==> config.mk <==
export PLATFORM = sky130hd
export DESIGN_NAME = stick_timer
export DESIGN_NICKNAME = d
export VERILOG_FILES = /design/src/rtl/stick_pkg.sv /design/src/rtl/stick_rst_sync.sv /design/src/rtl/stick_regs.sv /design/src/rtl/stick_core.sv /design/src/rtl/stick_flag.sv /design/src/rtl/stick_timer.sv
export SDC_FILE = /design/constraint.sdc
export NUM_CORES = 1
export LEC_CHECK = 0
export BUFFER_PORTS_ARGS = -buffer_cell sky130_fd_sc_hd__buf_4
export CORE_UTILIZATION = 40
export DETAILED_ROUTE_END_ITERATION = 8
export GPL_ROUTABILITY_DRIVEN = 0
export GPL_TIMING_DRIVEN = 0
export PLACE_DENSITY = 0.69
export SYNTH_ARGS = -nofsm -noshare
export SYNTH_HDL_FRONTEND = slang
export SYNTH_SLANG_ARGS = --single-unit
==> constraint.sdc <==
create_clock -name clk -period 1.95 [get_ports clk]
set_clock_uncertainty 0.2 [all_clocks]
set_input_delay 0.0975 -clock clk [delete_from_list [all_inputs] [get_ports clk]]
set_output_delay 0.0975 -clock clk [all_outputs]
set_load 0.05 [all_outputs]
==> src/rtl/stick_pkg.sv <==
package stick_pkg;
  localparam int unsigned OFS_CTRL   = 0;
  localparam int unsigned OFS_RELOAD = 4;
  localparam int unsigned OFS_CURR   = 8;

  localparam int unsigned BIT_RUN    = 0;
  localparam int unsigned BIT_IE     = 1;
  localparam int unsigned BIT_FLAG   = 16;

  typedef struct packed {
    logic run;
    logic irq_en;
  } ctrl_t;
endpackage

==> src/rtl/stick_rst_sync.sv <==
module stick_rst_sync #(
  parameter int unsigned STAGES = 2
) (
  input  logic clk,
  input  logic rst_n,
  output logic rst_sync_n
);
  logic [STAGES-1:0] sync_q;

  always_ff @(posedge clk or negedge rst_n) begin
    if (!rst_n) sync_q <= '0;
    else        sync_q <= {sync_q[STAGES-2:0], 1'b1};
  end

  assign rst_sync_n = sync_q[STAGES-1];
endmodule

==> src/rtl/stick_regs.sv <==
module stick_regs
  import stick_pkg::*;
#(
  parameter int unsigned CNT_W  = 24,
  parameter int unsigned DATA_W = 32,
  parameter int unsigned ADDR_W = 4
) (
  input  logic              clk,
  input  logic              rst_n,
  input  logic [ADDR_W-1:0] addr,
  input  logic              wr_en,
  input  logic              rd_en,
  input  logic [DATA_W-1:0] wdata,
  input  logic [CNT_W-1:0]  cur_val,
  input  logic              flag,
  output ctrl_t             ctrl,
  output logic [CNT_W-1:0]  reload_val,
  output logic              cur_clr,
  output logic              flag_rd,
  output logic [DATA_W-1:0] rdata
);
  localparam int unsigned PAD_W = DATA_W - CNT_W;

  logic sel_ctrl, sel_reload, sel_curr;
  ctrl_t            ctrl_q, ctrl_d;
  logic [CNT_W-1:0] reload_q, reload_d;
  logic [DATA_W-1:0] reload_rd, curr_rd, ctrl_rd;

  assign sel_ctrl   = (addr == ADDR_W'(OFS_CTRL));
  assign sel_reload = (addr == ADDR_W'(OFS_RELOAD));
  assign sel_curr   = (addr == ADDR_W'(OFS_CURR));

  always_comb begin
    ctrl_d   = ctrl_q;
    reload_d = reload_q;
    if (wr_en && sel_ctrl) begin
      ctrl_d.run    = wdata[BIT_RUN];
      ctrl_d.irq_en = wdata[BIT_IE];
    end
    if (wr_en && sel_reload) reload_d = wdata[CNT_W-1:0];
  end

  always_ff @(posedge clk or negedge rst_n) begin
    if (!rst_n) begin
      ctrl_q   <= '0;
      reload_q <= '0;
    end else begin
      ctrl_q   <= ctrl_d;
      reload_q <= reload_d;
    end
  end

  generate
    if (PAD_W > 0) begin : g_pad
      assign reload_rd = {{PAD_W{1'b0}}, reload_q};
      assign curr_rd   = {{PAD_W{1'b0}}, cur_val};
    end else begin : g_nopad
      assign reload_rd = reload_q[DATA_W-1:0];
      assign curr_rd   = cur_val[DATA_W-1:0];
    end
  endgenerate

  always_comb begin
    ctrl_rd           = '0;
    ctrl_rd[BIT_RUN]  = ctrl_q.run;
    ctrl_rd[BIT_IE]   = ctrl_q.irq_en;
    ctrl_rd[BIT_FLAG] = flag;
  end

  always_comb begin
    if (sel_ctrl)        rdata = ctrl_rd;
    else if (sel_reload) rdata = reload_rd;
    else if (sel_curr)   rdata = curr_rd;
    else                 rdata = '0;
  end

  assign ctrl       = ctrl_q;
  assign reload_val = reload_q;
  assign cur_clr    = wr_en && sel_curr;
  assign flag_rd    = rd_en && sel_ctrl;
endmodule

==> src/rtl/stick_core.sv <==
module stick_core #(
  parameter int unsigned CNT_W = 24
) (
  input  logic             clk,
  input  logic             rst_n,
  input  logic             cnt_ce,
  input  logic             clr,
  input  logic [CNT_W-1:0] reload_val,
  output logic [CNT_W-1:0] cur_val,
  output logic             hit
);
  localparam logic [CNT_W-1:0] ONE = CNT_W'(1);

  logic [CNT_W-1:0] cnt_q, cnt_d;
  logic             at_zero;

  assign at_zero = (cnt_q == '0);

  always_comb begin
    cnt_d = cnt_q;
    hit   = 1'b0;
    if (clr) begin
      cnt_d = '0;
    end else if (cnt_ce) begin
      if (at_zero) begin
        cnt_d = reload_val;
      end else begin
        cnt_d = cnt_q - ONE;
        hit   = (cnt_q == ONE);
      end
    end
  end

  always_ff @(posedge clk or negedge rst_n) begin
    if (!rst_n) cnt_q <= '0;
    else        cnt_q <= cnt_d;
  end

  assign cur_val = cnt_q;
endmodule

==> src/rtl/stick_flag.sv <==
module stick_flag (
  input  logic clk,
  input  logic rst_n,
  input  logic hit,
  input  logic rd_clr,
  input  logic irq_en,
  output logic flag,
  output logic irq
);
  logic flag_q, flag_d;
  logic irq_q, irq_d;

  always_comb begin
    flag_d = flag_q;
    if (hit)         flag_d = 1'b1;
    else if (rd_clr) flag_d = 1'b0;
    irq_d = hit && irq_en;
  end

  always_ff @(posedge clk or negedge rst_n) begin
    if (!rst_n) begin
      flag_q <= 1'b0;
      irq_q  <= 1'b0;
    end else begin
      flag_q <= flag_d;
      irq_q  <= irq_d;
    end
  end

  assign flag = flag_q;
  assign irq  = irq_q;
endmodule

==> src/rtl/stick_timer.sv <==
module stick_timer
  import stick_pkg::*;
#(
  parameter int unsigned CNT_W  = 24,
  parameter int unsigned DATA_W = 32,
  parameter int unsigned ADDR_W = 4
) (
  input  logic              clk,
  input  logic              rst_n,
  input  logic              tick_en,
  input  logic [ADDR_W-1:0] addr,
  input  logic              wr_en,
  input  logic              rd_en,
  input  logic [DATA_W-1:0] wdata,
  output logic [DATA_W-1:0] rdata,
  output logic              tick_irq
);
  logic             rst_sync_n;
  ctrl_t            ctrl;
  logic             run_w, ie_w;
  logic [CNT_W-1:0] reload_val, cur_val;
  logic             cur_clr, flag_rd, hit, flag;
  logic             cnt_ce;

  stick_rst_sync #(.STAGES(2)) u_rst (
    .clk        (clk),
    .rst_n      (rst_n),
    .rst_sync_n (rst_sync_n)
  );

  stick_regs #(.CNT_W(CNT_W), .DATA_W(DATA_W), .ADDR_W(ADDR_W)) u_regs (
    .clk        (clk),
    .rst_n      (rst_sync_n),
    .addr       (addr),
    .wr_en      (wr_en),
    .rd_en      (rd_en),
    .wdata      (wdata),
    .cur_val    (cur_val),
    .flag       (flag),
    .ctrl       (ctrl),
    .reload_val (reload_val),
    .cur_clr    (cur_clr),
    .flag_rd    (flag_rd),
    .rdata      (rdata)
  );

  assign run_w  = ctrl.run;
  assign ie_w   = ctrl.irq_en;
  assign cnt_ce = run_w && tick_en;

  stick_core #(.CNT_W(CNT_W)) u_core (
    .clk        (clk),
    .rst_n      (rst_sync_n),
    .cnt_ce     (cnt_ce),
    .clr        (cur_clr),
    .reload_val (reload_val),
    .cur_val    (cur_val),
    .hit        (hit)
  );

  stick_flag u_flag (
    .clk    (clk),
    .rst_n  (rst_sync_n),
    .hit    (hit),
    .rd_clr (flag_rd),
    .irq_en (ie_w),
    .flag   (flag),
    .irq    (tick_irq)
  );
endmodule

# Word-level counts from Yosys, hierarchy flattened

Index checks and enable logic that the tools add are counted.

Register bits after elaboration: 54
Bits in latches: 0
Memory bits (writable): 0
Memory bits (read-only): 0
Input port bits: 41
Output and inout port bits: 33
Memories: 0

$add $sub $neg: 1
Multiply operators: 0
Divide/modulo/power cells: 0
Magnitude comparators: 0
Eq/ne operators: 3
Shifts and indexed selects: 0
Mux-type cells: 11
Bitwise gates (word level): 0
Reductions and logical operators: 10

Operators by type and width:

| kind                    | count |
|---|---|
| $mux W24                | 4 |
| $mux W32                | 2 |
| $eq A24 B1 Y1 const B   | 1 |
| $logic_not A24 Y1       | 1 |
| $sub A24 B1 Y24 const B | 1 |
| $logic_and A1 B1 Y1     | 6 |
| $mux W1                 | 5 |
| $eq A4 B3 Y1 const B    | 1 |
| $eq A4 B4 Y1 const B    | 1 |
| $logic_not A4 Y1        | 1 |
| $reduce_bool A2 Y1      | 2 |

# Logic depth before layout (Yosys ltp)

Gate-level depths: netlist (run 1).

Depth in word-level cells: 5
Gate-level depth with buffers: 8

# By module

Synthesis (run 1) repeated with hierarchy kept, for this count alone.

Cell total of the unflattened synthesis: 354
Area, all modules: 3507.1 µm²

By module, submodules not included:

| module         | instances | cells an instance | area each (µm²) | seq. area each (µm²) |
|---|---|---|---|---|
| stick_core     | 1         | 209               | 1838.0          | 600.6 |
| stick_regs     | 1         | 136               | 1541.5          | 650.6 |
| stick_flag     | 1         | 5                 | 67.6            | 50.0 |
| stick_rst_sync | 1         | 3                 | 53.8            | 50.0 |
| stick_timer    | 1         | 1                 | 6.3             | 0.0 |

# Worst setup path after synthesis (run 1)

OpenSTA, ideal clock, no wires.

Path kind: flip-flop to flip-flop
Start point: register u_core.cnt_q[16] (netlist: u_core.cur_val[16])
End point: register u_core.cnt_q[10] (netlist: u_core.cur_val[10])
Arrival time: 2.012 ns
Slack: -0.400 ns
Cell stages (with the launch flop): 6
Path buffers: 0
Period minus slack after synthesis: 2.350 ns
Path through: dfrtp_1 -> or4_4 -> nor4_4 -> nand3_2 -> o21ai_1 -> o22ai_1

Word-level cells in the longest chain between the ends: 4

Ends and longest elaborated chain:

| element                | line             | RTL |
|---|---|---|
| from (decl)            | stick_core.sv:14 | `logic [CNT_W-1:0] cnt_q, cnt_d;` |
| from (signal assigned) | stick_core.sv:36 | `else cnt_q <= cnt_d;` |
| $logic_not A24 Y1      | stick_core.sv:17 | `assign at_zero = (cnt_q == '0);` |
| $mux W24               | stick_core.sv:25 | `if (at_zero) begin` |
| $mux W24               | stick_core.sv:24 | `end else if (cnt_ce) begin` |
| $mux W24               | stick_core.sv:22 | `if (clr) begin` |

Every way passes these cells. The select of a mux whose other input is x is not followed.
A chain may end at the register's enable or synchronous reset.

# Worst setup path in the final report (run 1)

Start point: register u_core.cnt_q[17] (netlist: u_core.cur_val[17])
End point: register u_core.cnt_q[2] (netlist: u_core.cur_val[2])

The elaborated chain is that of the path after synthesis.

==> flow_metrics.tcl, run 1 <==
set metrics [dict create \
    synth_commonest_cells "54 x dfrtp_1, 29 x mux2_2, 20 x a22o_1, 16 x nand2_1, 16 x nor2_1" \
    worstSetupStartpointType "flop" \
    final_antenna_net_count 0 \
    first_pass_iters 4 \
    yosysMostFrequentCell "dfrtp_1" \
    rsz0062_at_grt "true" \
    netlist_area_um2 3183 \
    pre_cts_ws_ns -0.6385 \
    crit_chain "or4_4 -> nor4_4 -> buf_6 -> nand3_4 -> mux2_2 -> a32o_1" \
    core_um2 7727 \
    dr.first_iter.drc_count 279 \
    dieHeight_um 91.21 \
    layout-drive-gt1-share_pct 37.76 \
    layout_setup_ws_ns -0.2802 \
    finalHoldViolCount 0 \
    path_max_fanout 6 \
    p_per_area_nw_per_um2 1206 \
    grt_pass1_vias 2968 \
    clockBufferDepth 2 \
    r2r_cells 6 \
    nets 472 \
    post-synth-top-area-fraction_pct 42.45 \
    tightest_slew_ns 1.059 \
    cts.htree.levels 2 \
    whs_path_depth 3 \
    yosysTopAreaCell "dfrtp_1" \
    wl_per_cell_um 16.73 \
    maxCapViolCount 0 \
    pin_count 74 \
    grt_max_degree 30 \
    power_mw 5.397 \
    critPathMaxStageDelay_ns 0.57 \
    status "complete, but fails checks" \
    ctsRootBufferMaster "clkbuf_8" \
    antenna_cells 0 \
    area_delta_synth_final_pct 40.61 \
    rows 32 \
    holdPathEnd "u_regs.ctrl[1]$_DFFE_PN0P_" \
    fp.dieW_um 91.21 \
    peakVddDrop_mv 0.5684 \
    grtUsageTotal_pct 22.56 \
    post-route-min-period_ns 2.230 \
    period_share_pct 114.4 \
    fmax_mhz 448.4 \
    insertion_delay_ns 0.32 \
    r2r_slack_ns -0.28 \
    relSlewSlack_pct 29.05 \
    grt_pass1_wl_um 14750 \
    failed_checks "setup timing" \
    worst_setup_path_end_kind "flop" \
    synthTopCellsByArea "dfrtp_1 42%, mux2_2 10%, a22o_1 5.5%, mux2i_1 4.1%, o31ai_1 2.1%" \
    seq_area_frac_synth_pct 42.45 \
    hpwlAfterDp_um 5976 \
    cts_tree "built" \
    clkTransAtPathRegs_ns 0.09 \
    vias 2961 \
    drc 0 \
    path_class "reg2reg" \
    start_util_pct 41.19 \
    numCtsBuffers 5 \
    synth-edff-count 0 \
    gr-total-overflow 0 \
    synth-main-ff-cell "dfrtp_1" \
    p_leak_nw 2.069 \
    dieArea_um2 8318 \
    slowest_stage "or4_4" \
    syn_inst 312 \
    fin_hold_ws_ns 0.01363 \
    maxSlewViolCount 0 \
    syn_avg_cell_area_um2 10.20 \
    synth.distinct_cells 53 \
    timing.rr.end "u_core.cur_val[2]$_DFFE_PN0P_" \
    setup_tns_ns -5.112 \
    critPathRequiredTime_ns 1.96 \
    arrival_ns 2.24 \
    postLayoutCoreUtil_pct 57.92 \
    drt-vias-per-instance 5.576 \
    finalSetupViolations 25 \
    antenna_found_initial 0 \
    cts.sinks 54 \
    synth-seq-cells 54 \
    wirelength_um 8882 \
    hp-class "in2reg" \
    async_flop_share_pct 100.0 \
    synth_warnings 0 \
    reg2reg_from "u_core.cur_val[17]$_DFFE_PN0P_" \
    io_buffers 56 \
    hold_start "wr_en" \
]
-- layer usage --
| metal | global-route usage (%) | routed length, um |
|---|---|---|
| met3 | 3.601 | 617 |
| met4 | 6.217 | 76 |
| met5 | 0 | 0 |
| met1 | 29.65 | 3778 |
| met2 | 38.45 | 4410 |
-- logic make-up (layout without fill, tap and decap cells) --
| group | count (synthesis) | count (layout) | share of synthesized area, % |
|---|---|---|---|
| adder cells (fa/ha/maj) | 3 | 3 | 1.179 |
| other | 2 | 9 | 0.2359 |
| multiplexers | 42 | 42 | 14.35 |
| AND/OR/NAND/NOR | 88 | 88 | 15.53 |
| flip-flops | 54 | 54 | 42.45 |
| buffers and inverters | 35 | 145 | 6.486 |
| AO/OA/AOI/OAI | 87 | 87 | 19.50 |
| XOR/XNOR | 1 | 1 | 0.2752 |
-- through the flow --
stage          instances  instance area (um2)
6_report             531                 4476
5_1_grt              531                 4476
4_1_cts              529                 4437
3_5_place_dp         478                 3809
3_3_place_gp         477                 3787
2_1_floorplan        319                 3239
-- layout make-up --
cell class	instances	area, um2
flip-flops and latches	54	1356
repair buffers	105	888.4
plain buffers	22	172.7
inverters	10	37.54
clock inverters	1	5.005
multi-input cells	230	1802
clock buffers	7	86.33
well taps	102	127.6
fillers	699	3252
-- worst max path at each step --
stage                              startpoint                             end  slack [ns]  cells after the start
3_3_place_gp   u_core.cur_val[16]$_DFFE_PN0P_  u_core.cur_val[14]$_DFFE_PN0P_       -0.60                      6
2_1_floorplan  u_core.cur_val[16]$_DFFE_PN0P_   u_core.cur_val[2]$_DFFE_PN0P_       -0.33                      5
5_1_grt        u_core.cur_val[17]$_DFFE_PN0P_  u_core.cur_val[13]$_DFFE_PN0P_       -0.36                      7
3_5_place_dp                          addr[1]  u_core.cur_val[19]$_DFFE_PN0P_       -0.64                      6
4_1_cts        u_core.cur_val[17]$_DFFE_PN0P_   u_core.cur_val[2]$_DFFE_PN0P_       -0.30                      6
6_report       u_core.cur_val[17]$_DFFE_PN0P_   u_core.cur_val[2]$_DFFE_PN0P_       -0.28                      6
-- cells in the final DEF (no fill, tap or decap), drive strengths merged, types with 11 or more instances in the layout --
| cell | Yosys | layout |
|---|---|---|
| nor3 | 14 | 14 |
| dfrtp | 54 | 54 |
| nor2 | 16 | 16 |
| dlygate4sd3 | 0 | 29 |
| a21oi | 11 | 11 |
| buf | 12 | 88 |
| o21ai | 14 | 14 |
| mux2 | 29 | 29 |
| clkbuf | 12 | 16 |
| mux2i | 13 | 13 |
| a22o | 20 | 20 |
| nand2 | 17 | 17 |
-- flip-flops by register name (all words and copies together), names as in the netlist --
register,cells
u_rst.sync_q,2
u_core.cur_val,24
u_flag.flag,1
u_regs.ctrl,2
u_regs.reload_val,24
u_flag.irq,1
-- worst max-delay path, delay by kind of cell, from the launching register on --
kind / cells / cell delay [ns]
AOI/OAI and AO/OA: 1 / 0.20
buffers and inverters: 1 / 0.17
DFF: 1 / 0.40
muxes: 1 / 0.29
and+or+nand+nor: 3 / 0.87
-- power breakdown --
group | internal, mW | switching (mW) | leakage, nW
logic | 1.40 | 1.44 | 1.34
clock network | 0.288 | 0.378 | 0.0482
registers | 1.45 | 0.436 | 0.682
total | 3.14 | 2.25 | 2.07
-- what timing repair did --
| item | 4_1_cts | 5_1_grt |
|---|---|---|
| setup endpoints to repair | 46 | 46 |
| hold buffers | 29 | 0 |
| buffers inserted | 16 | 2 |
| gates resized for setup | 32 | 6 |
| pin swaps | 13 | 2 |
| cloned | 1 | 0 |
| hold endpoints to repair | 29 | 0 |
(Power assumes the default switching activity.)
==> run 2, diff against run 1 <==
Settings changed: CTS_CLUSTER_SIZE set to 12, RECOVER_POWER set to 100.
Clock period 1.95 ns to 2 ns, I/O delays scaled along.
==> flow_metrics.tcl, run 2 (synthesis results as in run 1) <==
set metrics [dict create \
    r2r_slack_ns -0.29 \
    worstSetupStartpointType "flop" \
    seqPwrFrac_pct 35.6 \
    layout_setup_ws_ns -0.2866 \
    pwr-share-comb_pct 52.2 \
    drc 0 \
    switchingPower_mw 2.265 \
    relSlewSlack_pct 25.04 \
    ctsRootBufferMaster "clkbuf_8" \
    clockBufferDepth 2 \
    pre_cts_ws_ns -0.5914 \
    multi_input_area_um2 1849 \
    fillers 670 \
    antenna_found_initial 0 \
    clkTransAtPathRegs_ns 0.10 \
    finalHoldViolCount 0 \
    path_max_fanout 7 \
    worst_setup_path_end_kind "flop" \
    switching_share_pct 42.96 \
    p_clk_share_pct 12.2 \
    p_per_area_nw_per_um2 1153 \
    hp-class "reg2async" \
    seq_area_um2 1359 \
    wirelength_um 9197 \
    tightest_slew_ns 1.119 \
    maxSlewViolCount 0 \
    antenna_cells 0 \
    grt_pass1_vias 2927 \
    wl_per_cell_um 17.13 \
    setup.worst_path.start "u_core.cur_val[17]$_DFFE_PN0P_" \
    grtUsageTotal_pct 22.64 \
    start_util_pct 41.19 \
    pin_count 74 \
    timing.rr.end "u_core.cur_val[2]$_DFFE_PN0P_" \
    p_leak_nw 2.087 \
    dieArea_um2 8318 \
    grt_pass1_wl_um 14820 \
    grt_max_degree 35 \
    cts.htree.levels 2 \
    peakVddDrop_mv 0.6012 \
    postLayoutCoreUtil_pct 59.20 \
    rsz0062_at_grt "true" \
    arrival_ns 2.29 \
    layout_commonest_cell "buf_4" \
    insertion_delay_ns 0.31 \
    period_share_pct 114.3 \
    r2r_cells 6 \
    area_delta_synth_final_pct 43.71 \
    post-route-min-period_ns 2.287 \
    p_int_mw 3.007 \
    final_antenna_net_count 0 \
    numCtsBuffers 5 \
    status "complete, but fails checks" \
    cts.sinks 54 \
    fp.dieW_um 91.21 \
    finalSetupViolations 26 \
    path_class "reg2reg" \
    gr-total-overflow 0 \
    final_cell_mix "73 x buf_4, 48 x dfrtp_1, 32 x dlygate4sd3_1" \
    hpwlAfterDp_um 5940 \
    dr.first_iter.drc_count 220 \
    io_buffers 56 \
    nets 478 \
    reg2reg_from "u_core.cur_val[17]$_DFFE_PN0P_" \
    failed_checks "setup timing" \
    rows 32 \
    power_mw 5.272 \
    dieHeight_um 91.21 \
    first_pass_iters 5 \
    critPathRequiredTime_ns 2.01 \
    fmax_mhz 437.3 \
    cts_tree "built" \
    maxCapViolCount 0 \
    fin_hold_ws_ns 0.1145 \
    core_um2 7727 \
    drt-vias-per-instance 5.669 \
    finalInstanceArea_um2 4574 \
    dpl-instance-area_um2 3804 \
    layout-drive-gt1-share_pct 39.08 \
    vias 3044 \
]
## run 2: cell types whose count changed in the layout (fill, tap and decap cells not counted), moves of 3 or more
cell	change
nor3_2	-3
dlygate4sd3_1	+3
buf_4	-6
clkbuf_2	+3
nor3_4	+3
## run 2: stage by stage
step / setup TNS [ns] / cells
after floorplan: -3.995 / 319
after global placement: -41.35 / 477
after detailed placement: -16.73 / 478
after CTS: -4.577 / 530
after global routing: -8.566 / 537
final: -4.529 / 537
## run 2: cell type report
type	instances	area share [%]
multi-input combinational	230	40.43
sequential	54	29.70
timing repair buffer	111	20.51
buffer	22	3.747
tap	102	2.790
clock buffer	7	1.887
inverter	10	0.8206
clock inverter	1	0.1094
## run 2: what timing repair did
item                                   in CTS  in global routing
setup buffers                              14                  8
pin swaps                                  12                 10
endpoints found under the hold margin      29                  0
setup endpoints to repair                  46                 54
hold buffers                               32                  0
gates resized for setup                    30                 24
gates cloned                                0                  2
## run 2: power groups by stage
| stage | combinational (mW) | sequential (mW) | clock, mW |
|---|---|---|---|
| 2_1_floorplan | 1.57 | 1.69 | 0 |
| 3_3_place_gp | 1.91 | 1.79 | 0 |
| 3_5_place_dp | 1.97 | 1.79 | 0 |
| 4_1_cts | 2.42 | 1.81 | 0.655 |
| 5_1_grt | 2.95 | 1.92 | 0.698 |
| 6_report | 2.75 | 1.88 | 0.641 |
## run 2: metal layers
metal	vias to the layer above	GRT usage, %	wire, um
met5	-	0	0
met4	0	7.937	152
met3	16	2.848	525
met2	126	37.44	4478
met1	1492	30.53	4040
li1	1410	-	-
## run 2: critical path, cell delays in order (launching register included)
cell and delay, ns:
dfrtp_1 0.40, or4_4 0.57, nor4_4 0.17, buf_6 0.17
nand3_4 0.15, mux2_2 0.32, a32o_1 0.21
## run 2: worst max path at each step
stage | cells past startpoint | endpoint | slack [ns]
finish | 6 | u_core.cur_val[2]$_DFFE_PN0P_ | -0.29
global route | 7 | u_core.cur_val[6]$_DFFE_PN0P_ | -0.32
CTS | 6 | u_core.cur_val[2]$_DFFE_PN0P_ | -0.28
detailed placement | 6 | u_core.cur_val[14]$_DFFE_PN0P_ | -0.59
global placement | 6 | u_core.cur_val[14]$_DFFE_PN0P_ | -0.55
floorplan | 5 | u_core.cur_val[2]$_DFFE_PN0P_ | -0.28
